[src/rtl/ling_pkg.sv]
package ling_pkg;

    // One prefix node in Ling form: gen is the (pseudo) generate,
    // xmit is the transmit taken from one bit below.
    typedef struct packed {
        logic gen;
        logic xmit;
    } lnode_t;

    // Prefix operator: upper span over lower span.
    function automatic lnode_t lmerge(input lnode_t hi, input lnode_t lo);
        lnode_t r;
        r.gen  = hi.gen | (hi.xmit & lo.gen);
        r.xmit = hi.xmit & lo.xmit;
        return r;
    endfunction

endpackage

[src/rtl/ling_bitgen.sv]
module ling_bitgen
    import ling_pkg::*;
#(
    parameter int W = 32
) (
    input  logic [W-1:0]   a,
    input  logic [W-1:0]   b,
    input  logic           cin,
    output logic [W-1:0]   gen_o,
    output logic [W-1:0]   xmit_o,
    output logic [W-1:0]   half_o,
    output lnode_t [W-1:0] node_o
);

    always_comb begin
        gen_o  = a & b;
        xmit_o = a | b;
        half_o = a ^ b;
    end

    // Node i carries g_i and t_{i-1}; the carry-in folds into bit 0
    // with an implied transmit of one below it.
    generate
        for (genvar i = 0; i < W; i++) begin : g_node
            if (i == 0) begin : g_lsb
                assign node_o[i].gen  = gen_o[0] | cin;
                assign node_o[i].xmit = 1'b0;
            end else begin : g_rest
                assign node_o[i].gen  = gen_o[i];
                assign node_o[i].xmit = xmit_o[i-1];
            end
        end
    endgenerate

    always_comb begin

        gen_in_xmit_chk: assert ((gen_o & ~xmit_o) == '0)
            else $error("generate without transmit");

        half_split_chk: assert (half_o == (xmit_o & ~gen_o))
            else $error("half-sum inconsistent with generate/transmit");
    end

endmodule

[src/rtl/ling_group.sv]
module ling_group
    import ling_pkg::*;
#(
    parameter int VAL = 3
) (
    input  lnode_t [2*VAL-1:0] node_i,
    output lnode_t [2*VAL-1:0] pre_o,
    output lnode_t             grp_o
);

    localparam int NB = 2 * VAL;

    lnode_t [VAL-1:0] pair_d;
    lnode_t [VAL-1:0] run_d;

    // Radix-2 first level: bit pairs.
    generate
        for (genvar k = 0; k < VAL; k++) begin : g_pair
            assign pair_d[k] = lmerge(node_i[2*k+1], node_i[2*k]);
        end
    endgenerate

    // Valency-VAL group node as one flat sum of products.
    always_comb begin
        logic tail;
        grp_o.gen  = 1'b0;
        grp_o.xmit = 1'b1;
        for (int k = 0; k < VAL; k++) begin
            tail = 1'b1;
            for (int j = k + 1; j < VAL; j++) tail = tail & pair_d[j].xmit;
            grp_o.gen  = grp_o.gen | (pair_d[k].gen & tail);
            grp_o.xmit = grp_o.xmit & pair_d[k].xmit;
        end
    end

    // Fan-out: prefix of every pair boundary from the group bottom.
    always_comb begin
        lnode_t acc;
        acc      = pair_d[0];
        run_d[0] = acc;
        for (int k = 1; k < VAL; k++) begin
            acc      = lmerge(pair_d[k], acc);
            run_d[k] = acc;
        end
    end

    generate
        for (genvar k = 0; k < VAL; k++) begin : g_bitpre
            assign pre_o[2*k+1] = run_d[k];
            if (k == 0) begin : g_first
                assign pre_o[0] = node_i[0];
            end else begin : g_other
                assign pre_o[2*k] = lmerge(node_i[2*k], run_d[k-1]);
            end
        end
    endgenerate

    always_comb begin

        grp_top_chk: assert (grp_o == pre_o[NB-1])
            else $error("group node disagrees with fan-out prefix");
    end

endmodule

[src/rtl/ling_half.sv]
module ling_half
    import ling_pkg::*;
#(
    parameter int VAL = 3
) (
    input  lnode_t [4*VAL-1:0] node_i,
    output lnode_t [4*VAL-1:0] pre_o,
    output lnode_t             span_o
);

    localparam int GW = 2 * VAL;
    localparam int HW = 2 * GW;

    lnode_t [GW-1:0] lo_pre;
    lnode_t [GW-1:0] hi_pre;
    lnode_t          lo_grp;
    lnode_t          hi_grp;

    ling_group #(.VAL(VAL)) u_lo (
        .node_i (node_i[GW-1:0]),
        .pre_o  (lo_pre),
        .grp_o  (lo_grp)
    );

    ling_group #(.VAL(VAL)) u_hi (
        .node_i (node_i[HW-1:GW]),
        .pre_o  (hi_pre),
        .grp_o  (hi_grp)
    );

    // Radix-2 join of the two groups.
    assign span_o = lmerge(hi_grp, lo_grp);

    generate
        for (genvar j = 0; j < GW; j++) begin : g_fan
            assign pre_o[j]      = lo_pre[j];
            assign pre_o[GW + j] = lmerge(hi_pre[j], lo_grp);
        end
    endgenerate

    always_comb begin

        span_top_chk: assert (span_o == pre_o[HW-1])
            else $error("half span disagrees with top-bit prefix");
    end

endmodule

[src/rtl/ling_adder.sv]
module ling_adder
    import ling_pkg::*;
#(
    parameter  int LO_VAL = 3,
    parameter  int HI_VAL = 5,
    localparam int W      = 4 * (LO_VAL + HI_VAL)
) (
    input  logic [W-1:0] a,
    input  logic [W-1:0] b,
    input  logic         cin,
    output logic [W-1:0] sum,
    output logic         cout
);

    localparam int LO_W = 4 * LO_VAL;
    localparam int HI_W = 4 * HI_VAL;

    logic   [W-1:0]    gen_w;
    logic   [W-1:0]    xmit_w;
    logic   [W-1:0]    half_w;
    lnode_t [W-1:0]    node_w;
    lnode_t [LO_W-1:0] lo_pre;
    lnode_t [HI_W-1:0] hi_pre;
    lnode_t            lo_span;
    lnode_t            hi_span;
    lnode_t            full_span;
    logic   [W-1:0]    pseudo_d;
    logic   [W-1:0]    carry_d;

    ling_bitgen #(.W(W)) u_bits (
        .a      (a),
        .b      (b),
        .cin    (cin),
        .gen_o  (gen_w),
        .xmit_o (xmit_w),
        .half_o (half_w),
        .node_o (node_w)
    );

    ling_half #(.VAL(LO_VAL)) u_lo_half (
        .node_i (node_w[LO_W-1:0]),
        .pre_o  (lo_pre),
        .span_o (lo_span)
    );

    ling_half #(.VAL(HI_VAL)) u_hi_half (
        .node_i (node_w[W-1:LO_W]),
        .pre_o  (hi_pre),
        .span_o (hi_span)
    );

    // Final radix-2 join of the two halves: full-width span.
    assign full_span = lmerge(hi_span, lo_span);

    generate
        for (genvar i = 0; i < LO_W; i++) begin : g_lo_h
            assign pseudo_d[i] = lo_pre[i].gen;
        end
        for (genvar i = 0; i < HI_W; i++) begin : g_hi_h
            lnode_t joined;
            assign joined              = lmerge(hi_pre[i], lo_span);
            assign pseudo_d[LO_W + i]  = joined.gen;
        end
    endgenerate

    // True carries recovered only where sums need them.
    assign carry_d = xmit_w & pseudo_d;

    generate
        for (genvar i = 0; i < W; i++) begin : g_sum
            if (i == 0) begin : g_s0
                assign sum[0] = half_w[0] ^ cin;
            end else begin : g_sn
                assign sum[i] = half_w[i] ^ carry_d[i-1];
            end
        end
    endgenerate

    assign cout = xmit_w[W-1] & full_span.gen;

    always_comb begin
        logic [W:0] ref_sum;
        logic       prev;
        ref_sum = {1'b0, a} + {1'b0, b} + {{W{1'b0}}, cin};

        sum_value_chk: assert (sum == ref_sum[W-1:0])
            else $error("sum differs from arithmetic result");

        carry_out_chk: assert (cout == ref_sum[W])
            else $error("carry-out differs from arithmetic result");

        full_span_chk: assert (full_span.gen == pseudo_d[W-1])
            else $error("full-width span disagrees with top pseudo-carry");

        prev = cin;
        for (int i = 0; i < W; i++) begin
            carry_recur_chk: assert (carry_d[i] == (gen_w[i] | (xmit_w[i] & prev)))
                else $error("recovered carry breaks recurrence at bit %0d", i);
            prev = carry_d[i];
        end
    end

endmodule

[config.mk]
export PLATFORM = sky130hd
export DESIGN_NAME = ling_adder
export DESIGN_NICKNAME = d
export VERILOG_FILES = /design/src/rtl/ling_pkg.sv /design/src/rtl/ling_bitgen.sv /design/src/rtl/ling_group.sv /design/src/rtl/ling_half.sv /design/src/rtl/ling_adder.sv
export SDC_FILE = /design/constraint.sdc
export NUM_CORES = 1
export LEC_CHECK = 0
export ABC_CLOCK_PERIOD_IN_PS = 2300
export BUFFER_PORTS_ARGS = -buffer_cell sky130_fd_sc_hd__buf_2
export CAP_MARGIN = 40
export CORE_MARGIN = 5
export CORE_UTILIZATION = 45
export DETAILED_ROUTE_END_ITERATION = 8
export PLACE_DENSITY = 0.77
export SETUP_SLACK_MARGIN = 0.4
export SLEW_MARGIN = 20
export SYNTH_ARGS = -nofsm -noshare
export SYNTH_HDL_FRONTEND = slang
export SYNTH_SLANG_ARGS = --single-unit
[constraint.sdc]
create_clock -name vclk -period 2.3
set_input_delay 0.115 -clock vclk [all_inputs]
set_output_delay 0.115 -clock vclk [all_outputs]
set_load 0.01 [all_outputs]
==> qor.yml, run 1 <==
fin_nets: 535
ys_types: 41
endpoint_kind: "output port"
dp_slack_ns: 0.03419
grt_start_max_net_pins: 6
syn_inst: 275
place_hpwl_um: 4456
start_util_pct: 46.12
maxSlewViolCount: 0
synth-seq-area-share_pct: 0
vias: 2171
grt_pass1_wl_um: 8390
setup_tns_ns: 0
grtUsageTotal_pct: 15.45
fin_area_um2: 3209
crit_type: "in2out"
hold_violations: 0
start_kind: "input pin"
period_minus_slack_ns: 2.269
final_cell_mix: "92 x buf_2, 67 x ha_1, 65 x inv_1"
dieHeight_um: 79.58
final_util_pct: 67.95
status: "complete, no violations"
final_common_cell: "buf_2"
viasPerCell: 4.761
drc: 0
io_pins: 98
fin_crit_sh_pct: 98.66
gp_congestion: 0.7229
rows: 25
area_growth_pct: 47.33
cp_slowest_stage_delay_ns: 0.40
antenna_found_initial: 0
antenna_left: 0
dieArea_um2: 6332
wl_per_cell_um: 12.16
regArea_um2: 0
hold_ws_ns: 0.5947
power_mw: 0.8140
busiest_layer: "met2"
power_leakage_nw: 1.804
drt_iter0_markers: 29
vdd_drop_max_uv: 161.7
num-fill-cells: 371
power_density_nw_per_um2: 253.6
placed_area_um2: 2863
clkbuf_count: 0
grt_pass1_vias: 2081
crit_chain: "buf_8 -> inv_4 -> ha_4 -> or2_4 -> a2111oi_4 -> a21oi_4 -> nor3b_4 -> buf_4 -> o21ai_4 -> a21oi_2 -> xor2_1 -> buf_2"
worstPathRequired_ns: 2.18
grt.met3_usage_pct: 1.693
cap_violations: 0
synth-warning-count: 0
antenna_cells: 0
overflow: 0
setup_viol: 0
seq_cell_count: 0
die-width_um: 79.58
syn_nets: 419
crit_fanout: 5
grtUsageMet1_pct: 17.53
fin_ws_ns: 0.03079
place_inst: 447
wl_um: 5547
grtUsageMet2_pct: 31.64
dr.pass1.iters: 4
coreArea_um2: 4723
hp-class: "in2out"
final_layout_size_suffix_gt1_share_pct: 44.22
portBuffers: 98
rsz0062_at_grt: "true"
slew_headroom_pct: 72.37
instances_no_fill: 456
worstPathArrival_ns: 2.15
synth_area_per_cell_um2: 7.921
syn_area_um2: 2178
max_freq_mhz: 440.7
crit_slowest_cell: "a2111oi_4"
postCtsHoldBufs: 0
worstMarginPinSlew_ns: 0.4110
power breakdown:
part / total [mW] / internal, mW / switching [mW]
Combinational: 0.814 / 0.392 / 0.422
Clock: 0 / 0 / 0
Sequential: 0 / 0 / 0
Total: 0.814 / 0.392 / 0.422
critical path, delay by kind of cell:
family | cells | cell delay, ns
AOI/OAI and AO/OA | 4 | 0.76
and+or+nand+nor | 2 | 0.54
buffers and inverters | 4 | 0.43
xor gates and xnor gates | 1 | 0.16
adders and majority gates | 1 | 0.15
cells by family after synthesis:
| kind of cell | share of synthesized area [%] |
|---|---|
| xor gates and xnor gates | 10.86 |
| buffers and inverters | 12.06 |
| AOI/OAI and AO/OA | 17.18 |
| and+or+nand+nor | 13.15 |
| adders and majority gates | 46.75 |
what timing repair did:
action                     in CTS  in global routing
pin swaps                      12                 14
setup endpoints to repair      25                 24
buffers inserted                7                  2
resized for setup              38                 25
synthesized netlist by cell type (all sizes together):
cell type	n	area share [%]
ha	75	43
inv	70	12
nor2	29	5.0
a21oi	16	4.2
xor2	15	6.0
xnor2	12	4.8
o21ai	7	1.6
o21bai	7	2.4
or2	5	1.6
fa	4	3.7
a31oi	3	1.6
and3	3	1.1
nor3	3	0.69
o31ai	3	1.0
nand2	2	0.34
nand2b	2	0.57
nor4b	2	1.1
o211ai	2	0.92
o311ai	2	1.1
o41ai	2	1.1
a2111oi	1	1.3
a211oi	1	0.34
a21o	1	0.34
a311oi	1	0.40
nand4b	1	1.1
nor2b	1	0.29
nor3b	1	0.57
nor4	1	0.57
o21a	1	0.34
o21ba	1	0.46
or3	1	0.29
layer usage:
metal	vias to the layer above	share of wire [%]	wire (um)
met4	0	0.87	48
met1	999	37	2059
met3	6	6.6	364
met2	62	55	3074
met5	-	0	0
li1	1104	-	-
worst paths after layout:
check / to / start / slack (ns) / depth (start not counted)
max: sum[29] / a[3] / 0.03 / 12
min: sum[4] / b[4] / 0.59 / 3
final cells by class:
class                           count  area, um^2  share of cell area, %
Multi-Input combinational cell    205        2187                  68.15
Timing Repair Buffer              114       670.6                  20.90
Inverter                           70       267.8                  8.343
Tap cell                           67       83.83                  2.612
Power figures use the tool's default switching activity.
==> inputs of run 2 (changes only) <==
--- a/config.mk
+++ b/config.mk
@@ -5,13 +5,14 @@
 export SDC_FILE = /design/constraint.sdc
 export NUM_CORES = 1
 export LEC_CHECK = 0
+export ABC_AREA = 1
 export ABC_CLOCK_PERIOD_IN_PS = 2300
 export BUFFER_PORTS_ARGS = -buffer_cell sky130_fd_sc_hd__buf_2
 export CAP_MARGIN = 40
 export CORE_MARGIN = 5
 export CORE_UTILIZATION = 45
 export DETAILED_ROUTE_END_ITERATION = 8
-export PLACE_DENSITY = 0.77
+export PLACE_DENSITY = 0.74
 export SETUP_SLACK_MARGIN = 0.4
 export SLEW_MARGIN = 20
 export SYNTH_ARGS = -nofsm -noshare
==> run 2 against run 1 <==
Utilization decreased by 0.73 points. Synthesized cell count rose by 50%. Area after synthesis up 17%. First-iteration DRC count rose by 17%. Routed wire length increased by 16%. Global-route usage shrank 0.17 points. Die area is 15% higher. Sequential cell count stayed put.
==> qor.yml, run 2 <==
seq_cell_count: 0
final_common_cell: "inv_1"
grt_pass1_wl_um: 9887
final_cell_mix: "101 x inv_1, 81 x buf_2, 65 x nand2_1"
endpoint_kind: "output port"
antenna_found_initial: 0
overflow: 0
dr.pass1.iters: 4
syn_inst: 413
final_util_pct: 67.21
grtUsageTotal_pct: 15.28
dieHeight_um: 85.24
power_leakage_nw: 2.257
cp_slowest_stage_delay_ns: 0.40
crit_top_cell: "nand2_2"
crit_slowest_cell: "fa_2"
worst-path-stages: 16
clkbuf_count: 0
synth_most_common_cell: "inv_1"
hold_depth: 3
synth-xor-area-share_pct: 5.157
fin_nets: 672
syn_nets: 557
crit_buf_inv: 3
wl_per_cell_um: 10.73
antenna_cells: 0
setup_tns_ns: 0
placed_area_um2: 3117
final_layout_size_suffix_gt1_share_pct: 38.59
max_freq_mhz: 536.1
cap_violations: 0
synth-seq-area-share_pct: 0
vdd_drop_max_uv: 163.4
postCtsHoldBufs: 0
post_synth_fa_ha_maj_area_fraction_pct: 39.98
crit_fanout: 6
regArea_um2: 0
period_minus_slack_ns: 1.865
antenna_left: 0
coreArea_um2: 5507
synthMuxAreaShare_pct: 0
slew_headroom_pct: 77.94
syn_area_um2: 2547
maxSlewViolCount: 0
gp_congestion: 0.7568
fin_area_um2: 3701
cp-startpoint: "cin"
endpoint: "sum[17]"
yosys-top-cells-area: "ha_1 37%, inv_1 18%, nand2_1 12%"
io_pins: 98
yosysTopAreaCell: "ha_1"
grt_pass1_vias: 2620
vias: 2757
worstPathArrival_ns: 1.75
die-width_um: 85.24
synth_top_cell_area_share_pct: 36.84
crit_chain: "buf_6 -> fa_2 -> inv_2 -> nand2_2 -> nand4_1 -> nand3_2 -> nand2_4 -> nand2_8 -> nand2_4 -> nand2_2 -> nand2_2 -> nand2_2 -> nand2_1 -> nand2_1 -> nand2_1 -> buf_2"
fin_crit_sh_pct: 81.09
wl_um: 6418
synth_compound_area_share_pct: 5.501
yosys.area_share.simple_pct: 30.94
crit_type: "in2out"
drc: 0
synth-warning-count: 0
status: "complete, no violations"
dieArea_um2: 7266
worstPathRequired_ns: 2.18
synth_area_per_cell_um2: 6.168
power_density_nw_per_um2: 238.9
ys_types: 29
hold_violations: 0
viasPerCell: 4.610
area_growth_pct: 45.28
synth_top_family_by_area: "adder cells"
rows: 27
num-fill-cells: 487
place_hpwl_um: 5196
start_util_pct: 46.26
multi_input_area_um2: 2424
cp_top_family: "simple AND/OR/NAND/NOR gates"
start_kind: "input pin"
worstMarginPinSlew_ns: 0.3298
hp-class: "in2out"
grt_start_max_net_pins: 12
rsz0062_at_grt: "true"
drt_iter0_markers: 34
setup_viol: 0
portBuffers: 98
synth_commonest_cells: "121 x inv_1, 79 x nand2_1, 75 x ha_1, 33 x nor2_1, 30 x nand3_1"
run 2: logic make-up after synthesis:
| logic type | Yosys count |
|---|---|
| simple gates | 171 |
| buf+inv | 123 |
| fa+ha+maj | 79 |
| compound gates | 25 |
| xor+xnor | 15 |
run 2: final cells by class:
| cell class | instances | area share, % |
|---|---|---|
| well taps | 72 | 2.434 |
| repair buffers | 113 | 19.37 |
| inverters | 122 | 12.71 |
| multi-input cells | 291 | 65.48 |
run 2: timing repair:
action                                  4_1_cts  5_1_grt
resized for setup                             4      124
gates cloned                                  0        1
pin swaps                                     3       47
setup buffers                                 1       14
endpoints found under the setup margin       19       23
run 2: per-stage QoR:
stage               hold WS (ns)  cells  setup WS [ns]  total power [mW]
finish                    0.6032    598         0.4348            0.8843
global route              0.6206    598         0.3105            0.9915
CTS                       0.6178    583         0.4100            0.7351
detailed placement        0.5762    582         0.2530            0.7229
global placement          0.5726    582         0.3110            0.7045
floorplan                 0.4158    413         0.6235            0.4660
run 2: worst min path at each step:
stage                   to  from  slack [ns]
floorplan           sum[0]   cin        0.42
global placement    sum[0]   cin        0.57
detailed placement  sum[0]   cin        0.58
CTS                 sum[0]   cin        0.62
global route        sum[0]   cin        0.62
finish              sum[0]   cin        0.60
run 2: power by group:
part           switching [mW]  total, mW  internal (mW)
sequential                  0          0              0
clock                       0          0              0
combinational           0.489      0.884          0.395
total                   0.489      0.884          0.395
run 2: metal layers:
| layer | share of wire [%] | GRT usage (%) | vias up |
|---|---|---|---|
| li1 | - | - | 1457 |
| met1 | 38 | 16.48 | 1247 |
| met2 | 56 | 32.56 | 51 |
| met3 | 4.8 | 1.456 | 2 |
| met4 | 0.44 | 0.7194 | 0 |
| met5 | 0 | 0 | - |
